$ cat src/rtl/can_err_pkg.sv
package can_err_pkg;

    typedef enum logic [1:0] {
        FC_ACTIVE  = 2'd0,
        FC_PASSIVE = 2'd1,
        FC_BUSOFF  = 2'd2
    } fc_state_e;

    typedef struct packed {
        logic tx_err;
        logic rx_err;
        logic rx_severe;
        logic tx_ok;
        logic rx_ok;
    } err_ev_t;

endpackage

$ cat src/rtl/can_recrun_det.sv
module can_recrun_det #(
    parameter int RUN_LEN = 11
) (
    input  logic clk,
    input  logic rst_n,
    input  logic en_i,
    input  logic bit_valid_i,
    input  logic bit_recessive_i,
    output logic run_done_o
);
    localparam int CW = (RUN_LEN > 1) ? $clog2(RUN_LEN) : 1;
    localparam logic [CW-1:0] LAST_C = CW'(RUN_LEN - 1);

    logic [CW-1:0] cnt_d, cnt_q;
    logic          done_c;

    always_comb begin
        cnt_d  = cnt_q;
        done_c = 1'b0;
        if (!en_i) begin
            cnt_d = '0;
        end else if (bit_valid_i) begin
            if (!bit_recessive_i) begin
                cnt_d = '0;
            end else if (cnt_q == LAST_C) begin
                cnt_d  = '0;
                done_c = 1'b1;
            end else begin
                cnt_d = cnt_q + 1'b1;
            end
        end
    end

    always_ff @(posedge clk or negedge rst_n) begin
        if (!rst_n) cnt_q <= '0;
        else        cnt_q <= cnt_d;
    end

    assign run_done_o = done_c;

endmodule

$ cat src/rtl/can_err_regif.sv
module can_err_regif #(
    parameter int CNT_W  = 8,
    parameter int DATA_W = 32
) (
    input  logic              test_err_en_i,
    input  logic              wr_en_i,
    input  logic [CNT_W-1:0]  wr_data_i,
    input  logic [CNT_W-1:0]  tec_i,
    input  logic [CNT_W-1:0]  rec_i,
    output logic              wr_ok_o,
    output logic [CNT_W-1:0]  wr_val_o,
    output logic [DATA_W-1:0] rd_data_o
);
    localparam int PAD_W = DATA_W - 2 * CNT_W;

    always_comb begin
        wr_ok_o   = wr_en_i & test_err_en_i;
        wr_val_o  = wr_data_i;
        rd_data_o = {{PAD_W{1'b0}}, tec_i, rec_i};
    end

endmodule

$ cat src/rtl/can_err_counters.sv
module can_err_counters
    import can_err_pkg::*;
#(
    parameter int CNT_W        = 8,
    parameter int TX_STEP      = 8,
    parameter int RX_SEV_STEP  = 8,
    parameter int PASSIVE_LIM  = 128,
    parameter int RELOAD_VAL   = 119,
    parameter int RECOVER_RUNS = 128
) (
    input  logic             clk,
    input  logic             rst_n,
    input  logic             cfg_mode_i,
    input  err_ev_t          ev_i,
    input  logic             wr_ok_i,
    input  logic [CNT_W-1:0] wr_val_i,
    input  logic             run_done_i,
    output logic [CNT_W-1:0] tec_o,
    output logic [CNT_W-1:0] rec_o,
    output logic             busoff_o,
    output fc_state_e        state_o
);
    localparam logic [CNT_W:0]   MAX_W     = {1'b0, {CNT_W{1'b1}}};
    localparam logic [CNT_W:0]   TX_STEP_W = (CNT_W+1)'(TX_STEP);
    localparam logic [CNT_W-1:0] SEV_C     = CNT_W'(RX_SEV_STEP);
    localparam logic [CNT_W-1:0] LIM_C     = CNT_W'(PASSIVE_LIM);
    localparam logic [CNT_W-1:0] RELOAD_C  = CNT_W'(RELOAD_VAL);
    localparam logic [CNT_W-1:0] RUNS_LAST = CNT_W'(RECOVER_RUNS - 1);

    typedef struct packed {
        logic [CNT_W-1:0] tec;
        logic [CNT_W-1:0] rec;
        logic             busoff;
    } cnt_state_t;

    cnt_state_t     st_d, st_q;
    logic [CNT_W:0] tec_sum;
    logic           enter_busoff;

    always_comb begin
        st_d         = st_q;
        tec_sum      = {1'b0, st_q.tec} + TX_STEP_W;
        enter_busoff = 1'b0;

        if (cfg_mode_i) begin
            st_d.tec    = '0;
            st_d.rec    = '0;
            st_d.busoff = 1'b0;
        end else if (wr_ok_i) begin
            st_d.tec = wr_val_i;
            st_d.rec = wr_val_i;
        end else if (st_q.busoff) begin
            if (run_done_i) begin
                if (st_q.rec == RUNS_LAST) begin
                    st_d.tec    = '0;
                    st_d.rec    = '0;
                    st_d.busoff = 1'b0;
                end else begin
                    st_d.rec = st_q.rec + 1'b1;
                end
            end
        end else begin
            // transmit side
            if (ev_i.tx_err) begin
                if (tec_sum > MAX_W) begin
                    enter_busoff = 1'b1;
                end else begin
                    st_d.tec = tec_sum[CNT_W-1:0];
                end
            end else if (ev_i.tx_ok && (st_q.tec != '0)) begin
                st_d.tec = st_q.tec - 1'b1;
            end

            // receive side
            if (enter_busoff) begin
                st_d.busoff = 1'b1;
                st_d.rec    = '0;
            end else if (ev_i.rx_severe || ev_i.rx_err) begin
                if (st_q.rec < LIM_C) begin
                    st_d.rec = st_q.rec + (ev_i.rx_severe ? SEV_C : CNT_W'(1));
                end
            end else if (ev_i.rx_ok) begin
                if (st_q.rec >= LIM_C) begin
                    st_d.rec = RELOAD_C;
                end else if (st_q.rec != '0) begin
                    st_d.rec = st_q.rec - 1'b1;
                end
            end
        end
    end

    always_ff @(posedge clk or negedge rst_n) begin
        if (!rst_n) st_q <= '0;
        else        st_q <= st_d;
    end

    always_comb begin
        tec_o    = st_q.tec;
        rec_o    = st_q.rec;
        busoff_o = st_q.busoff;
        if (st_q.busoff)
            state_o = FC_BUSOFF;
        else if ((st_q.tec >= LIM_C) || (st_q.rec >= LIM_C))
            state_o = FC_PASSIVE;
        else
            state_o = FC_ACTIVE;
    end

endmodule

$ cat src/rtl/can_errcnt_unit.sv
module can_errcnt_unit
    import can_err_pkg::*;
#(
    parameter int CNT_W        = 8,
    parameter int DATA_W       = 32,
    parameter int RUN_LEN      = 11,
    parameter int TX_STEP      = 8,
    parameter int RX_SEV_STEP  = 8,
    parameter int PASSIVE_LIM  = 128,
    parameter int RELOAD_VAL   = 119,
    parameter int RECOVER_RUNS = 128
) (
    input  logic              clk,
    input  logic              rst_n,
    input  logic              cfg_mode_i,
    input  logic              test_err_en_i,
    input  logic              ev_tx_err_i,
    input  logic              ev_rx_err_i,
    input  logic              ev_rx_severe_i,
    input  logic              ev_tx_ok_i,
    input  logic              ev_rx_ok_i,
    input  logic              bit_valid_i,
    input  logic              bit_recessive_i,
    input  logic              wr_en_i,
    input  logic [CNT_W-1:0]  wr_data_i,
    output logic [CNT_W-1:0]  tec_o,
    output logic [CNT_W-1:0]  rec_o,
    output logic [1:0]        state_o,
    output logic [DATA_W-1:0] rd_data_o
);
    err_ev_t          ev;
    logic             wr_ok;
    logic [CNT_W-1:0] wr_val;
    logic             run_done;
    logic             busoff;
    fc_state_e        st;

    assign ev = '{tx_err:    ev_tx_err_i,
                  rx_err:    ev_rx_err_i,
                  rx_severe: ev_rx_severe_i,
                  tx_ok:     ev_tx_ok_i,
                  rx_ok:     ev_rx_ok_i};

    can_err_regif #(.CNT_W(CNT_W), .DATA_W(DATA_W)) u_regif (
        .test_err_en_i (test_err_en_i),
        .wr_en_i       (wr_en_i),
        .wr_data_i     (wr_data_i),
        .tec_i         (tec_o),
        .rec_i         (rec_o),
        .wr_ok_o       (wr_ok),
        .wr_val_o      (wr_val),
        .rd_data_o     (rd_data_o)
    );

    can_recrun_det #(.RUN_LEN(RUN_LEN)) u_run (
        .clk             (clk),
        .rst_n           (rst_n),
        .en_i            (busoff & ~cfg_mode_i),
        .bit_valid_i     (bit_valid_i),
        .bit_recessive_i (bit_recessive_i),
        .run_done_o      (run_done)
    );

    can_err_counters #(
        .CNT_W(CNT_W), .TX_STEP(TX_STEP), .RX_SEV_STEP(RX_SEV_STEP),
        .PASSIVE_LIM(PASSIVE_LIM), .RELOAD_VAL(RELOAD_VAL),
        .RECOVER_RUNS(RECOVER_RUNS)
    ) u_cnt (
        .clk        (clk),
        .rst_n      (rst_n),
        .cfg_mode_i (cfg_mode_i),
        .ev_i       (ev),
        .wr_ok_i    (wr_ok),
        .wr_val_i   (wr_val),
        .run_done_i (run_done),
        .tec_o      (tec_o),
        .rec_o      (rec_o),
        .busoff_o   (busoff),
        .state_o    (st)
    );

    assign state_o = st;

endmodule

$ cat config.mk
export PLATFORM = sky130hd
export DESIGN_NAME = can_errcnt_unit
export DESIGN_NICKNAME = d
export VERILOG_FILES = /design/src/rtl/can_err_pkg.sv /design/src/rtl/can_recrun_det.sv /design/src/rtl/can_err_regif.sv /design/src/rtl/can_err_counters.sv /design/src/rtl/can_errcnt_unit.sv
export SDC_FILE = /design/constraint.sdc
export NUM_CORES = 1
export LEC_CHECK = 0
export ABC_CLOCK_PERIOD_IN_PS = 2200
export BUFFER_PORTS_ARGS = -buffer_cell sky130_fd_sc_hd__buf_4
export CAP_MARGIN = 30
export CORE_ASPECT_RATIO = 0.6
export CORE_MARGIN = 2
export CORE_UTILIZATION = 49
export CTS_BUF_LIST = sky130_fd_sc_hd__clkbuf_8
export DETAILED_ROUTE_END_ITERATION = 10
export PLACE_DENSITY = 0.9
export SKIP_LAST_GASP = 1
export SLEW_MARGIN = 30
export SYNTH_ARGS = -nofsm -noshare
export SYNTH_HDL_FRONTEND = slang
export SYNTH_SLANG_ARGS = --single-unit
$ cat constraint.sdc
create_clock -name clk -period 2.2 [get_ports clk]
set_input_delay 0.11 -clock clk [delete_from_list [all_inputs] [get_ports clk]]
set_output_delay 0.11 -clock clk [all_outputs]
set_load 0.01 [all_outputs]
==> metrics.txt <==
DRC viols=0; syn_area_per_cell=8.19 sq um; violated checks=negative setup slack; Die ar.=5600 sq um; CP delay by family, top=compound AO/OA/AOI/OAI gates; Via density=6.16; Tcrit/Tclk final=100%; Min Hold Slack=135 ps; Hold Path Class=input port to flip-flop; RSZ-0062 raised after global routing=true; clock tree from TritonCTS=done; crit-path max FO=4; register bit total from synthesis=21; f_max=453 MHz; initial antenna violation count=0; post-synthesis cell area=2450 sq um; Routability Congestion=0.927; Post-DP HPWL=5580 um; Reg clk slew, reported paths=90 ps; warnings from Yosys=0; first-pass GRT wire length=11,400 um; worst skew pair latency=270 ps; width of the die=95.3 um; Fin. Hold Viols=0; Post-DP Area=2920 sq um; ys flop type=dfrtp_1; Final Max Tran Viols=0; startpoint types=flip-flop; Slew @ Worst Pin=542 ps; net switching power=0.000641 W; final cell count without fillers=432; critical path arrival=2390 ps; Synth Instances=299; post-route minimum period=2210 ps; placed cells=419; P_leak=1.43 nW; Boundary Pins=70; Place WS=-34.2 ps; largest net degree at the start of global routing=22; PD cells=514 nW/um^2; TritonCTS Buffers=3; CP cell instances=inv_1 -> ha_1 -> or4b_1 -> o41a_1 -> o31ai_4 -> a22oi_1 -> a211oi_2; drt initial violations=315; Crit-path slowest cell=or4b_1; area delta synth->final=27.1%; post-synth top area cell=dfrtp_1; EDFF count, synth=0; Antenna diodes=0; layout cells sized above 1=36.3%; Int Power=0.000961 W; crit end category=flip-flop; share of total power in combinational logic=53.5%; Clock Tree Buf Depth=2; Synth top cells by count=buf_4 (36), dfrtp_1 (21), nor2_1 (21), o21ai_0 (21), nand2_1 (20); Rel. slew slack=63.5%; FP Rows=19; global-route usage over all layers=26.4%; share of the synthesized area in the top cell type=21.5%; fin nets=403; total congestion overflow=0; final clock skew=9.56 ps; die height=58.8 um; largest cells by area after synthesis=dfrtp_1 (21%), buf_4 (11%), ha_1 (6.6%); number of max-cap violations=0; Buf/Inv on CP=1; remaining antenna violation count=0; Sw Share=40.0%; outcome=finished with violations; Flop pwr share=29.6%; H-Tree Depth=1; per-cell routed wire length=17.4 um; vias in the first global route=2,329; VDD IR max=0.000245 V; final setup violation count=1; Async SR Flop Fraction=100%; Core Region=4680 sq um; count leader, synth=buf_4; Seq/Total Area, Yosys=21.5%; overall routed net length=7520 um; fin area=3110 sq um; worst path required time=2380 ps; Max stage delay on crit path=470 ps; Crit Path Class=flip-flop to flip-flop; Via Count=2,659; # clock sinks=21; Setup WS post-layout=-9.39 ps; drt first pass iters=5; clock power share=16.9%; root buffer cell=clkbuf_8; Netlist cell types=69; starting density of the core=52.3%; # port buffers=53
## worst register-to-register path: stages (launching register included)
cell and delay (ps):
dfrtp_1 420, inv_1 100, ha_1 150, or4b_1 470, o41a_1 400, o31ai_4 230, a22oi_1 120, a211oi_2 240
## cells by family after synthesis
family	share of synthesized area [%]
AND/OR/NAND/NOR	20.1
AO/OA/AOI/OAI	29.1
buffers and inverters	17.4
flip-flops	21.5
adder cells (fa/ha/maj)	6.64
XOR/XNOR	4.29
multiplexers	0.817
other	0.153
## routing by layer
metal | share of wire [%] | up-vias | track usage (%)
met3 | 12 | 21 | 5.38
met5 | 0 | - | 0
li1 | - | 1191 | -
met1 | 44 | 1268 | 39.8
met4 | 2.3 | 0 | 6.63
met2 | 42 | 179 | 38.3
## power by group through the flow
| stage | Clock (W) | Combinational [W] | Sequential, W |
|---|---|---|---|
| final | 0.000271 | 0.000857 | 0.000474 |
| after detailed placement | 0 | 0.000778 | 0.000480 |
| after global routing | 0.000290 | 0.000931 | 0.000479 |
| after global placement | 0 | 0.000759 | 0.000478 |
| after floorplan | 0 | 0.000494 | 0.000500 |
| after CTS | 0.000278 | 0.000797 | 0.000474 |
## cell usage in the layout (no fill, tap or decap), types with 3 or more instances in the layout
master    netlist  final
a22o_1          4      4
nand2b_1        3      3
clkbuf_8        0      3
o21ai_1         3      3
buf_4          36     98
dfrtp_1        21     18
nand4_1         5      5
o221ai_1        4      3
a22oi_1         3      3
nor2b_1         3      3
nand3_1        14     14
conb_1          1     16
nor2_1         21     21
o21ai_0        21     19
a21oi_1        14     14
inv_1          17     16
dfrtp_2         0      3
xor2_1          6      6
or3_1           4      4
xnor2_1         6      6
nor3_1          5      5
o31ai_1         5      5
nand2_1        20     20
ha_1           13     12
## layout make-up
class,instances,area [sq um]
clock buffers,3,41.3
fillers,371,1570
clock inverters,1,7.51
flip-flops and latches,21,529
multi-input cells,227,1640
well taps,63,78.8
repair buffers,100,757
inverters,17,63.8
## what timing repair did
| item | in CTS | in global routing |
|---|---|---|
| hold buffers | 1 | 0 |
| gates resized for setup | 5 | 13 |
| endpoints found under the hold margin | 21 | 0 |
| setup buffers | 0 | 7 |
| endpoints found under the setup margin | 6 | 13 |
| gates cloned | 0 | 1 |
| pin swaps | 1 | 1 |
## final timing paths
kind                                start             end  slack [ps]  cells after the start
max                        u_cnt.tec_o[4]  u_cnt.tec_o[7]          -9                      7
min                          wr_data_i[1]  u_cnt.tec_o[1]         130                      3
max reg2reg                u_cnt.tec_o[4]  u_cnt.tec_o[7]          -9                      7
min reg2reg                u_run.cnt_q[3]  u_run.cnt_q[3]         540                      1
max in group asynchronous           rst_n  u_cnt.tec_o[5]        1680                      2
min in group asynchronous           rst_n  u_cnt.tec_o[1]         270                      2
## metrics by stage
step / total power (W) / TNS [ps] / util [%]
2_1_floorplan: 0.000995 / -0.331 / -
6_report: 0.00160 / -9.39 / 66.5
4_1_cts: 0.00155 / 0 / 64.3
5_1_grt: 0.00170 / -503 / 66.5
3_5_place_dp: 0.00126 / -55.6 / 62.3
3_3_place_gp: 0.00124 / -41.5 / 62.3
## flip-flops by register name, indices dropped and copies added, names as in the netlist
| name | count |
|---|---|
| u_cnt.rec_o | 8 |
| u_cnt.tec_o | 8 |
| u_run.cnt_q | 4 |
| u_cnt.busoff_o | 1 |
No activity file was read; power rests on OpenSTA's default activity.
